<file path="src/rtl/mb_pkg.sv">
package mb_pkg;
  typedef enum logic [1:0] {
    MODE_HOLD     = 2'b00,
    MODE_LUT      = 2'b01,
    MODE_DIRECT   = 2'b10,
    MODE_HOLD_ALT = 2'b11
  } le_mode_e;
endpackage

</file>
<file path="src/rtl/mb_cfg_store.sv">
module mb_cfg_store #(
  parameter int N_LE   = 4,
  parameter int N_FOLD = 8,
  parameter int CFG_W  = 83,
  localparam int FOLD_W = (N_FOLD > 1) ? $clog2(N_FOLD) : 1,
  localparam int LE_W   = (N_LE > 1) ? $clog2(N_LE) : 1
) (
  input  logic              clk,
  input  logic              we,
  input  logic [LE_W-1:0]   wr_le,
  input  logic [FOLD_W-1:0] wr_slot,
  input  logic [CFG_W-1:0]  wr_data,
  input  logic [FOLD_W-1:0] rd_slot,
  output logic [CFG_W-1:0]  rd_data [N_LE]
);
  // One small RAM per element: synchronous write, asynchronous read.
  for (genvar e = 0; e < N_LE; e++) begin : g_bank
    logic [CFG_W-1:0] mem [N_FOLD];

    always_ff @(posedge clk) begin
      if (we && (wr_le == LE_W'(e))) begin
        mem[wr_slot] <= wr_data;
      end
    end

    assign rd_data[e] = mem[rd_slot];
  end
endmodule

</file>
<file path="src/rtl/mb_xbar.sv">
module mb_xbar #(
  parameter int N_CAND = 13,
  parameter int N_SEL  = 5
) (
  input  logic [N_CAND*N_SEL-1:0] xcfg,
  input  logic [N_CAND-1:0]       cand,
  output logic [N_SEL-1:0]        sel
);
  // One crosspoint bit per candidate and output.
  // The lowest-numbered enabled candidate wins; no enabled candidate gives 0.
  always_comb begin
    for (int j = 0; j < N_SEL; j++) begin
      sel[j] = 1'b0;
      for (int i = N_CAND - 1; i >= 0; i--) begin
        if (xcfg[j*N_CAND + i]) begin
          sel[j] = cand[i];
        end
      end
    end
  end
endmodule

</file>
<file path="src/rtl/mb_le.sv">
module mb_le
  import mb_pkg::*;
#(
  parameter int K = 4,
  localparam int LUT_W = 2**K
) (
  input  logic             clk,
  input  logic             rst,
  input  logic [1:0]       mode,
  input  logic [LUT_W-1:0] lut,
  input  logic [K:0]       xsel,
  output logic             q
);
  logic lut_bit;

  assign lut_bit = lut[xsel[K-1:0]];

  always_ff @(posedge clk) begin
    if (rst) begin
      q <= 1'b0;
    end else begin
      case (le_mode_e'(mode))
        MODE_LUT:    q <= lut_bit;
        MODE_DIRECT: q <= xsel[K];
        default:     q <= q;
      endcase
    end
  end
endmodule

</file>
<file path="src/rtl/mb_cluster.sv">
module mb_cluster #(
  parameter int N_LE   = 4,
  parameter int N_EXT  = 9,
  parameter int LUT_K  = 4,
  parameter int N_FOLD = 8,
  localparam int N_SEL  = LUT_K + 1,
  localparam int N_CAND = N_EXT + N_LE,
  localparam int XBAR_W = N_CAND * N_SEL,
  localparam int LUT_W  = 2**LUT_K,
  localparam int CFG_W  = XBAR_W + LUT_W + 2,
  localparam int FOLD_W = (N_FOLD > 1) ? $clog2(N_FOLD) : 1,
  localparam int LE_W   = (N_LE > 1) ? $clog2(N_LE) : 1
) (
  input  logic              clk,
  input  logic              rst,
  input  logic [N_EXT-1:0]  ext_in,
  input  logic [FOLD_W-1:0] fold_idx,
  input  logic              cfg_we,
  input  logic [LE_W-1:0]   cfg_le,
  input  logic [FOLD_W-1:0] cfg_slot,
  input  logic [CFG_W-1:0]  cfg_word,
  output logic [N_LE-1:0]   cl_out
);
  logic [CFG_W-1:0]  cfg_cur [N_LE];
  logic [N_LE-1:0]   le_q;
  logic [N_CAND-1:0] cand;
  logic [XBAR_W-1:0] xcfg_a [N_LE];
  logic [LUT_W-1:0]  lut_a  [N_LE];
  logic [1:0]        mode_a [N_LE];
  logic [N_SEL-1:0]  xsel_a [N_LE];

  mb_cfg_store #(.N_LE(N_LE), .N_FOLD(N_FOLD), .CFG_W(CFG_W)) u_store (
    .clk     (clk),
    .we      (cfg_we),
    .wr_le   (cfg_le),
    .wr_slot (cfg_slot),
    .wr_data (cfg_word),
    .rd_slot (fold_idx),
    .rd_data (cfg_cur)
  );

  // Candidate numbering: external inputs first, then element outputs.
  assign cand = {le_q, ext_in};

  for (genvar e = 0; e < N_LE; e++) begin : g_le
    assign xcfg_a[e] = cfg_cur[e][XBAR_W-1:0];
    assign lut_a[e]  = cfg_cur[e][XBAR_W +: LUT_W];
    assign mode_a[e] = cfg_cur[e][CFG_W-1 -: 2];

    mb_xbar #(.N_CAND(N_CAND), .N_SEL(N_SEL)) u_xbar (
      .xcfg (xcfg_a[e]),
      .cand (cand),
      .sel  (xsel_a[e])
    );

    mb_le #(.K(LUT_K)) u_le (
      .clk  (clk),
      .rst  (rst),
      .mode (mode_a[e]),
      .lut  (lut_a[e]),
      .xsel (xsel_a[e]),
      .q    (le_q[e])
    );
  end

  assign cl_out = le_q;
endmodule

</file>
<file path="config.mk">
export PLATFORM = sky130hd
export DESIGN_NAME = mb_cluster
export DESIGN_NICKNAME = d
export VERILOG_FILES = /design/src/rtl/mb_pkg.sv /design/src/rtl/mb_cfg_store.sv /design/src/rtl/mb_xbar.sv /design/src/rtl/mb_le.sv /design/src/rtl/mb_cluster.sv
export SDC_FILE = /design/constraint.sdc
export NUM_CORES = 2
export LEC_CHECK = 0
export ABC_AREA = 1
export CAP_MARGIN = 20
export CORE_UTILIZATION = 30
export CTS_CLUSTER_SIZE = 10
export DETAILED_ROUTE_END_ITERATION = 16
export DONT_BUFFER_PORTS = 1
export PLACE_DENSITY = 0.53
export SLEW_MARGIN = 25
export SYNTH_ARGS = -nofsm -noshare
export SYNTH_HDL_FRONTEND = slang
export SYNTH_SLANG_ARGS = --single-unit
</file>
<file path="constraint.sdc">
create_clock -name clk -period 6.4 [get_ports clk]
set_input_delay 0.64 -clock clk [delete_from_list [all_inputs] [get_ports clk]]
set_output_delay 0.64 -clock clk [all_outputs]
set_load 0.005 [all_outputs]
</file>
# ---- Yosys cells after proc, flatten, opt, wreduce, memory -nomap -nowiden
# Memories as Yosys holds them, arrays and structs flattened.
# Index checks and enable logic that the tools add are counted.
dict set report word_totals {
  mem_bits_rw 2656
  mem_count 4
  regBits 4
  elab_cells 320
  out_inout_bits 4
}
dict set report classes {
  mux 280
  order_cmp 4
  n_reduce_logical 13
  n_eq_ne 15
}
# name words word_bits read_ports rd_clocked_by_memory_dff write_ports line_no
set mem_list {}
lappend mem_list {{u_store.g_bank[0].mem} 8 83 1 0 1 mb_cfg_store.sv:18} ;# logic [CFG_W-1:0] mem [N_FOLD];
lappend mem_list {{u_store.g_bank[1].mem} 8 83 1 0 1 mb_cfg_store.sv:18}
lappend mem_list {{u_store.g_bank[2].mem} 8 83 1 0 1 mb_cfg_store.sv:18}
lappend mem_list {{u_store.g_bank[3].mem} 8 83 1 0 1 mb_cfg_store.sv:18}
# operator n
set ops {}
lappend ops {{2-to-1 mux 1 bit} 272}
lappend ops {{< comparator 4 x 5 -> 1 bit (second input constant)} 4}
lappend ops {{binary-select mux 1 bit (select 4 bit)} 4}
lappend ops {{!= test 14 bit (second input constant)} 1}
lappend ops {{!= test 13 bit (second input constant)} 1}
lappend ops {{== test 2 bit (second input constant)} 6}
lappend ops {{!= test 12 bit (second input constant)} 1}
lappend ops {{!= test 11 bit (second input constant)} 1}
lappend ops {{== test 2 x 1 -> 1 bit (second input constant)} 5}
lappend ops {{case mux 1 bit (2 select lines)} 4}
lappend ops {{AND reduction 2 bit} 4}
lappend ops {{nonzero test 2 bit} 4}
lappend ops {{logical AND 1 bit} 4}
lappend ops {{zero test 2 bit} 1}

# ---- Longest topological paths before layout
# An unclocked memory read counts as a cell.
dict set report logic_depth {
  word_depth 17
  mapped_depth 32
  mapped_depth_nobuf 30
}

# ---- Cells and area by module
# From an unflattened synthesis, not the netlist that was laid out.
dict set report unflattened {
  cells_unflattened 12351
  area_unflattened_um2 119403.3
}
# mod seq_area_each_um2 cells_per_inst instances area_per_inst_um2
set by_module_without_submodules {}
lappend by_module_without_submodules {mb_cfg_store 79756.5 11523 1 115754.8}
lappend by_module_without_submodules {mb_xbar 0.0 159 4 675.6}
lappend by_module_without_submodules {mb_le 20.0 48 4 236.5}

# ---- Worst setup path after synthesis
# Ideal clock, no wire load.
dict set report synth_timing {
  path_kind {input to register}
  from {input cfg_le[0]}
  to {memory u_store.g_bank[0].mem[0][0] (enable)}
  t_arrival_ns 4.402
  setup_ns 0.525
  path_buffers 0
  path_slack_ns 1.473
  cell_stages 3
  cell_sequence {inv_1 > nand3_1 > nor2_1}
}
dict set report synth_between {
  elab_chain_len 4
}
# item line_no
set synth_lines {}
lappend synth_lines {{start, declared} mb_cluster.sv:19} ;# input logic [LE_W-1:0] cfg_le,
lappend synth_lines {{zero test 2 bit} mb_cfg_store.sv:21} ;# if (we && (wr_le == LE_W'(e))) begin
lappend synth_lines {{logical AND 1 bit} mb_cfg_store.sv:21}
lappend synth_lines {{2-to-1 mux 1 bit} mb_cfg_store.sv:21}
lappend synth_lines {{2-to-1 mux 1 bit (implied by the code)} mb_cfg_store.sv:22} ;# mem[wr_slot] <= wr_data;
lappend synth_lines {{end, declared} mb_cfg_store.sv:18}
# No other way between the ends.

# ---- Worst setup path in the final report
dict set report layout_timing {
  from {input fold_idx[0]}
  to {register g_le[3].u_le.q}
}
dict set report layout_between {
  elab_chain_len 17
  elab_cells_between_ends 73
}
# item line_no
set layout_lines {}
lappend layout_lines {{start, declared} mb_cluster.sv:17} ;# input logic [FOLD_W-1:0] fold_idx,
lappend layout_lines {{memory (8 x 83 bit) *} -}
lappend layout_lines {{2-to-1 mux 1 bit (13 in series)} mb_xbar.sv:15} ;# if (xcfg[j*N_CAND + i]) begin
lappend layout_lines {{binary-select mux 1 bit (select 4 bit)} mb_le.sv:16} ;# assign lut_bit = lut[xsel[K-1:0]];
lappend layout_lines {{2-to-1 mux 1 bit (implied by the code)} mb_le.sv:16}
lappend layout_lines {{case mux 1 bit (2 select lines)} mb_le.sv:22} ;# case (le_mode_e'(mode))
lappend layout_lines {{end signal, assigned} mb_le.sv:23} ;# MODE_LUT: q <= lut_bit;
lappend layout_lines {{end signal, assigned} mb_le.sv:24} ;# MODE_DIRECT: q <= xsel[K];
lappend layout_lines {{end signal, assigned} mb_le.sv:25} ;# default: q <= q;
lappend layout_lines {{end, declared} mb_le.sv:12} ;# output logic q
# Every way passes the cells marked *; elsewhere a longest branch is shown, timed or not. The select of a mux whose other input is x is not followed.
# A chain may end at the register's enable or synchronous reset.

==> run summary <==
The run finished with clean final reports. The number of routed nets with antenna violations is 0. The peak ir drop on the vdd network came out at 0.206 mV.

In this run the static leakage power is 39.5 nW. The leading register cell type out of synthesis is edfxtp_1. The cell area after layout is 121000 sq um.

TritonCTS built the clock tree. Setup repair after global routing left no endpoint under its margin. The minimum clock period came out at 5.08 ns. The share of total power dissipated in sequential elements is 0.519. In this run, placement finished with an instance count of 12.7k. Of the total synthesized cell area, the portion taken by AND, OR, NAND and NOR gates is 0.102. The tree is rooted in a clkbuf_16. The initial core utilization is 0.303.

The max-cap violation count is 0. The power density over cell area came out at 310 nW/um^2. The timing-limited maximum frequency came out at 197 MHz.

Traced cell by cell, the critical path runs through buf_16 -> buf_16 -> clkinv_16 -> buf_12 -> o21ai_0 -> o22ai_1 -> nand2_1 -> nand2_1 -> o21ai_0 -> nor2_1 -> o21ai_1 -> o21bai_1 -> nand2_1 -> nand2_1 -> nand2_1 -> nand2_1 -> nand2_1 -> nand2_1 -> a21oi_1 -> nand3_1 -> nand3_1 -> nand3_1 -> nand2_1 -> a21oi_1. By area, the combinational part of the netlist is dominated by compound AO/OA/AOI/OAI gates. The number of buffers added on ports is 0. The number of levels in the clock H-tree is 5.

By startpoint and endpoint, the worst setup path is classified as primary input to register. The clock network latency to the later pin of the worst-skew pair is 0.87 ns. The largest total area in the synthesized netlist belongs to edfxtp_1. The arithmetic-cell share of the synthesized area counting full adders, half adders and majority gates is 0.000468. The first global-routing pass estimated 487000 microns of wire. The fraction of post-synthesis cell area in the top cell type by area is 0.745. Buffers added to address setup during post-CTS repair amount to 0.

The global-route congestion overflow total is 0. The number of flops mapped to enable cells by yosys is 2656. The number of non-filler instances in the completed layout is 13.2k.

The detailed-route wire length per cell came out at 26.2 microns. The share of synthesized area occupied by flip-flops and latches came out at 0.746. The worst-path maximum fanout is 205. The cell class contributing the biggest share of worst-path delay is buffers and inverters. The largest net degree at the start of global routing came out at 660.

The fraction of the mapped netlist area in compound gates came out at 0.113. The share of synthesized registers carrying an async set or reset came out at 0. The kind of path behind the tightest hold check is primary input to register. The most common library cell in the layout ignoring fill and taps is edfxtp_1.

The fraction of synthesized area in multiplexers is 0.000748. The combinational group share of total power came out at 0.071. Leaving out fill and tap cells, the most frequent cells in the layout are edfxtp_1 (2656), nor2_1 (1386), o21ai_0 (1285).

The flip-flop and latch count after synthesis came out at 2660. The switching fraction of total power is 0.229. The slew at the pin closest to its max-slew limit is 1.18 ns. The count of different cell masters after synthesis came out at 44. STA classifies the critical path endpoint as a register.

The area of the mapped netlist came out at 107000 sq um. For this run, design rule violations remaining after detail routing come to 0. Of the cells placed in the final design, the portion with a size suffix greater than 1 is 0.0747. The maximum clock skew at final layout came out at 0.0424 ns. The worst slew margin relative to its limit is 0.206. Internal power comes to 28.9 mW. Dividing the detail-routed via count by the number of cells gives 5.27. The net load switching power came out at 8.59 mW. The detailed router's first-iteration violation count came out at 8295.

The critical path's largest stage delay is 0.52 ns. The footprint of the flip-flops and latches came out at 79800 sq um. After filler insertion, the fill cell instance count of the layout stands at 34.2k.

The arrival time at the worst endpoint is 5.82 ns. The count of final max-slew check failures came to 0. The total buffers and inverters traversed by the critical path came out at 4. The number of hold buffers added after CTS was 84.

The placed standard-cell area came out at 112000 sq um. The portion of the clock cycle consumed by the worst path in the final layout is 0.793. The number of ports placed on the die boundary is 107.

The number of warnings printed during yosys synthesis came out at 0. The number of antenna violations at the first check in global routing came out at 21. The number of clock buffers inserted by TritonCTS is 309. At the worst endpoint, the required time is 7.14 ns. The total number of placement rows came out at 218. The wire length reported by the detailed router came out at 345000 microns. The number of gates resized after CTS was 0. The total clock sinks came out at 2660. Synthesis produced 8383 cells. The iteration count of the initial detailed-routing pass came out at 6. The count of vias placed by the detailed router came out at 69.4k. The area enclosed by the die boundary came out at 359000 sq um. The post-synthesis net count came out at 8490. The worst setup path is launched from a primary input. Yosys attributes the largest share of cell area to edfxtp_1 (75%), o21ai_0 (6.0%), nor2_1 (5.0%).

The post-synthesis to final-layout area growth came out at 13.1%. The final number of setup-violating endpoints came out at 0. The die outline height is 599 microns. The hold violation total from the final report came to 0. The floorplan step set the die width to 599 microns.

Averaged over all synthesized cells, the footprint is 12.8 sq um. The design draws 37.5 mW. In the global route stage, overall resource usage came out at 0.185. The global placement routability congestion is 0.818. The cell that appears most often on the critical path is nand2_1. The placed wire-length estimate came out at 173000 microns.

The power share of the clock group came out at 0.411. Of the total synthesized cell area, the portion taken by XOR and XNOR cells is 0. The number of global-route vias before repair was 65.5k. The longest clock path from root to sink contains 4 buffers. The core region area came out at 354000 sq um. For this design, the slowest cell found on the critical path is buf_16. After routing, the total negative slack on setup checks comes to 0 ns.

The net count of the finished layout is 8486. Summing all multi-input logic gate instances after layout gives 23400 sq um. After clock tree synthesis, the clock-pin slew on the worst setup and hold paths is 0.06 ns.
==> area by class of cell <==
cell class | count | share of cell area
Antenna cell | 9 | 0.000186
Clock buffer | 348 | 0.0667
Clock inverter | 14 | 0.00165
Inverter | 225 | 0.00732
Multi-Input combinational cell | 4961 | 0.193
Sequential cell | 2660 | 0.659
Tap cell | 4730 | 0.0489
Timing Repair Buffer | 222 | 0.0230
==> power by group through the flow <==
stage / combinational, mW / sequential [mW] / clock, mW
after CTS: 2.57 / 19.5 / 15.6
final: 2.66 / 19.5 / 15.4
after detailed placement: 2.25 / 19.8 / 0
after global routing: 2.88 / 19.5 / 16.2
after floorplan: 1.52 / 19.8 / 0
after global placement: 2.08 / 19.8 / 0
==> worst register-to-register path: cells and delay by family, from the launching register on <==
family | cells | cell delay, ns
AND/OR/NAND/NOR | 18 | 1.90
buffers and inverters | 1 | 0.49
AO/OA/AOI/OAI | 3 | 0.34
flip-flops | 1 | 0.82
==> cells in the mapped netlist, types with 9 or more instances <==
cell,number
nand3_1,206
or2_1,16
nand2_1,1080
o21ai_0,1290
o22ai_1,493
nor2_1,1418
o21ai_1,113
a31oi_1,9
buf_1,13
buf_2,199
o211ai_1,42
a32o_1,31
buf_6,79
o221ai_1,62
buf_4,97
a21oi_1,95
clkbuf_1,146
o21bai_1,24
inv_1,214
or2_2,24
edfxtp_1,2656
==> flip-flops by register name, summed over array words and instances (netlist names) <==
| register | cells |
|---|---|
| g_le.u_le.q | 4 |
| u_store.g_bank.mem | 2656 |
==> routing by layer <==
metal / part of all wire / up-vias / global-route usage / wire length, microns
li1: - / 30400 / - / -
met1: 0.43 / 35500 / 0.256 / 147000
met2: 0.47 / 2983 / 0.302 / 162000
met3: 0.076 / 518 / 0.0280 / 26300
met4: 0.028 / 14 / 0.0521 / 9530
met5: 0.00026 / - / 0 / 91
==> metrics by stage <==
step                hold slack (ns)   util  setup slack [ns]
floorplan                     0.613      -              1.47
global placement              0.629  0.315              1.39
detailed placement            0.607  0.316             0.667
CTS                          0.0229  0.343              1.56
global route                 0.0525  0.342              1.13
finish                       0.0606  0.342              1.32
==> path summary, 6_finish.rpt <==
kind,start,end,slack (ns),cells after the start
setup reg to reg,g_le[3].u_le.q$_SDFFE_PP0P_,g_le[1].u_le.q$_SDFFE_PP0P_,2.72,22
hold reg to reg,g_le[2].u_le.q$_SDFFE_PP0P_,g_le[2].u_le.q$_SDFFE_PP0P_,0.65,4
hold / removal,cfg_word[12],u_store.g_bank[0].mem[3][12]$_DFFE_PP_,0.06,1
setup / recovery,fold_idx[0],g_le[3].u_le.q$_SDFFE_PP0P_,1.32,24
==> cell families after synthesis <==
group,Yosys count
simple gates,2777
flops,2660
compound gates,2172
buf+inv,762
mux,8
fa+ha+maj,4
Note: power is estimated with default switching activity, not from simulation.
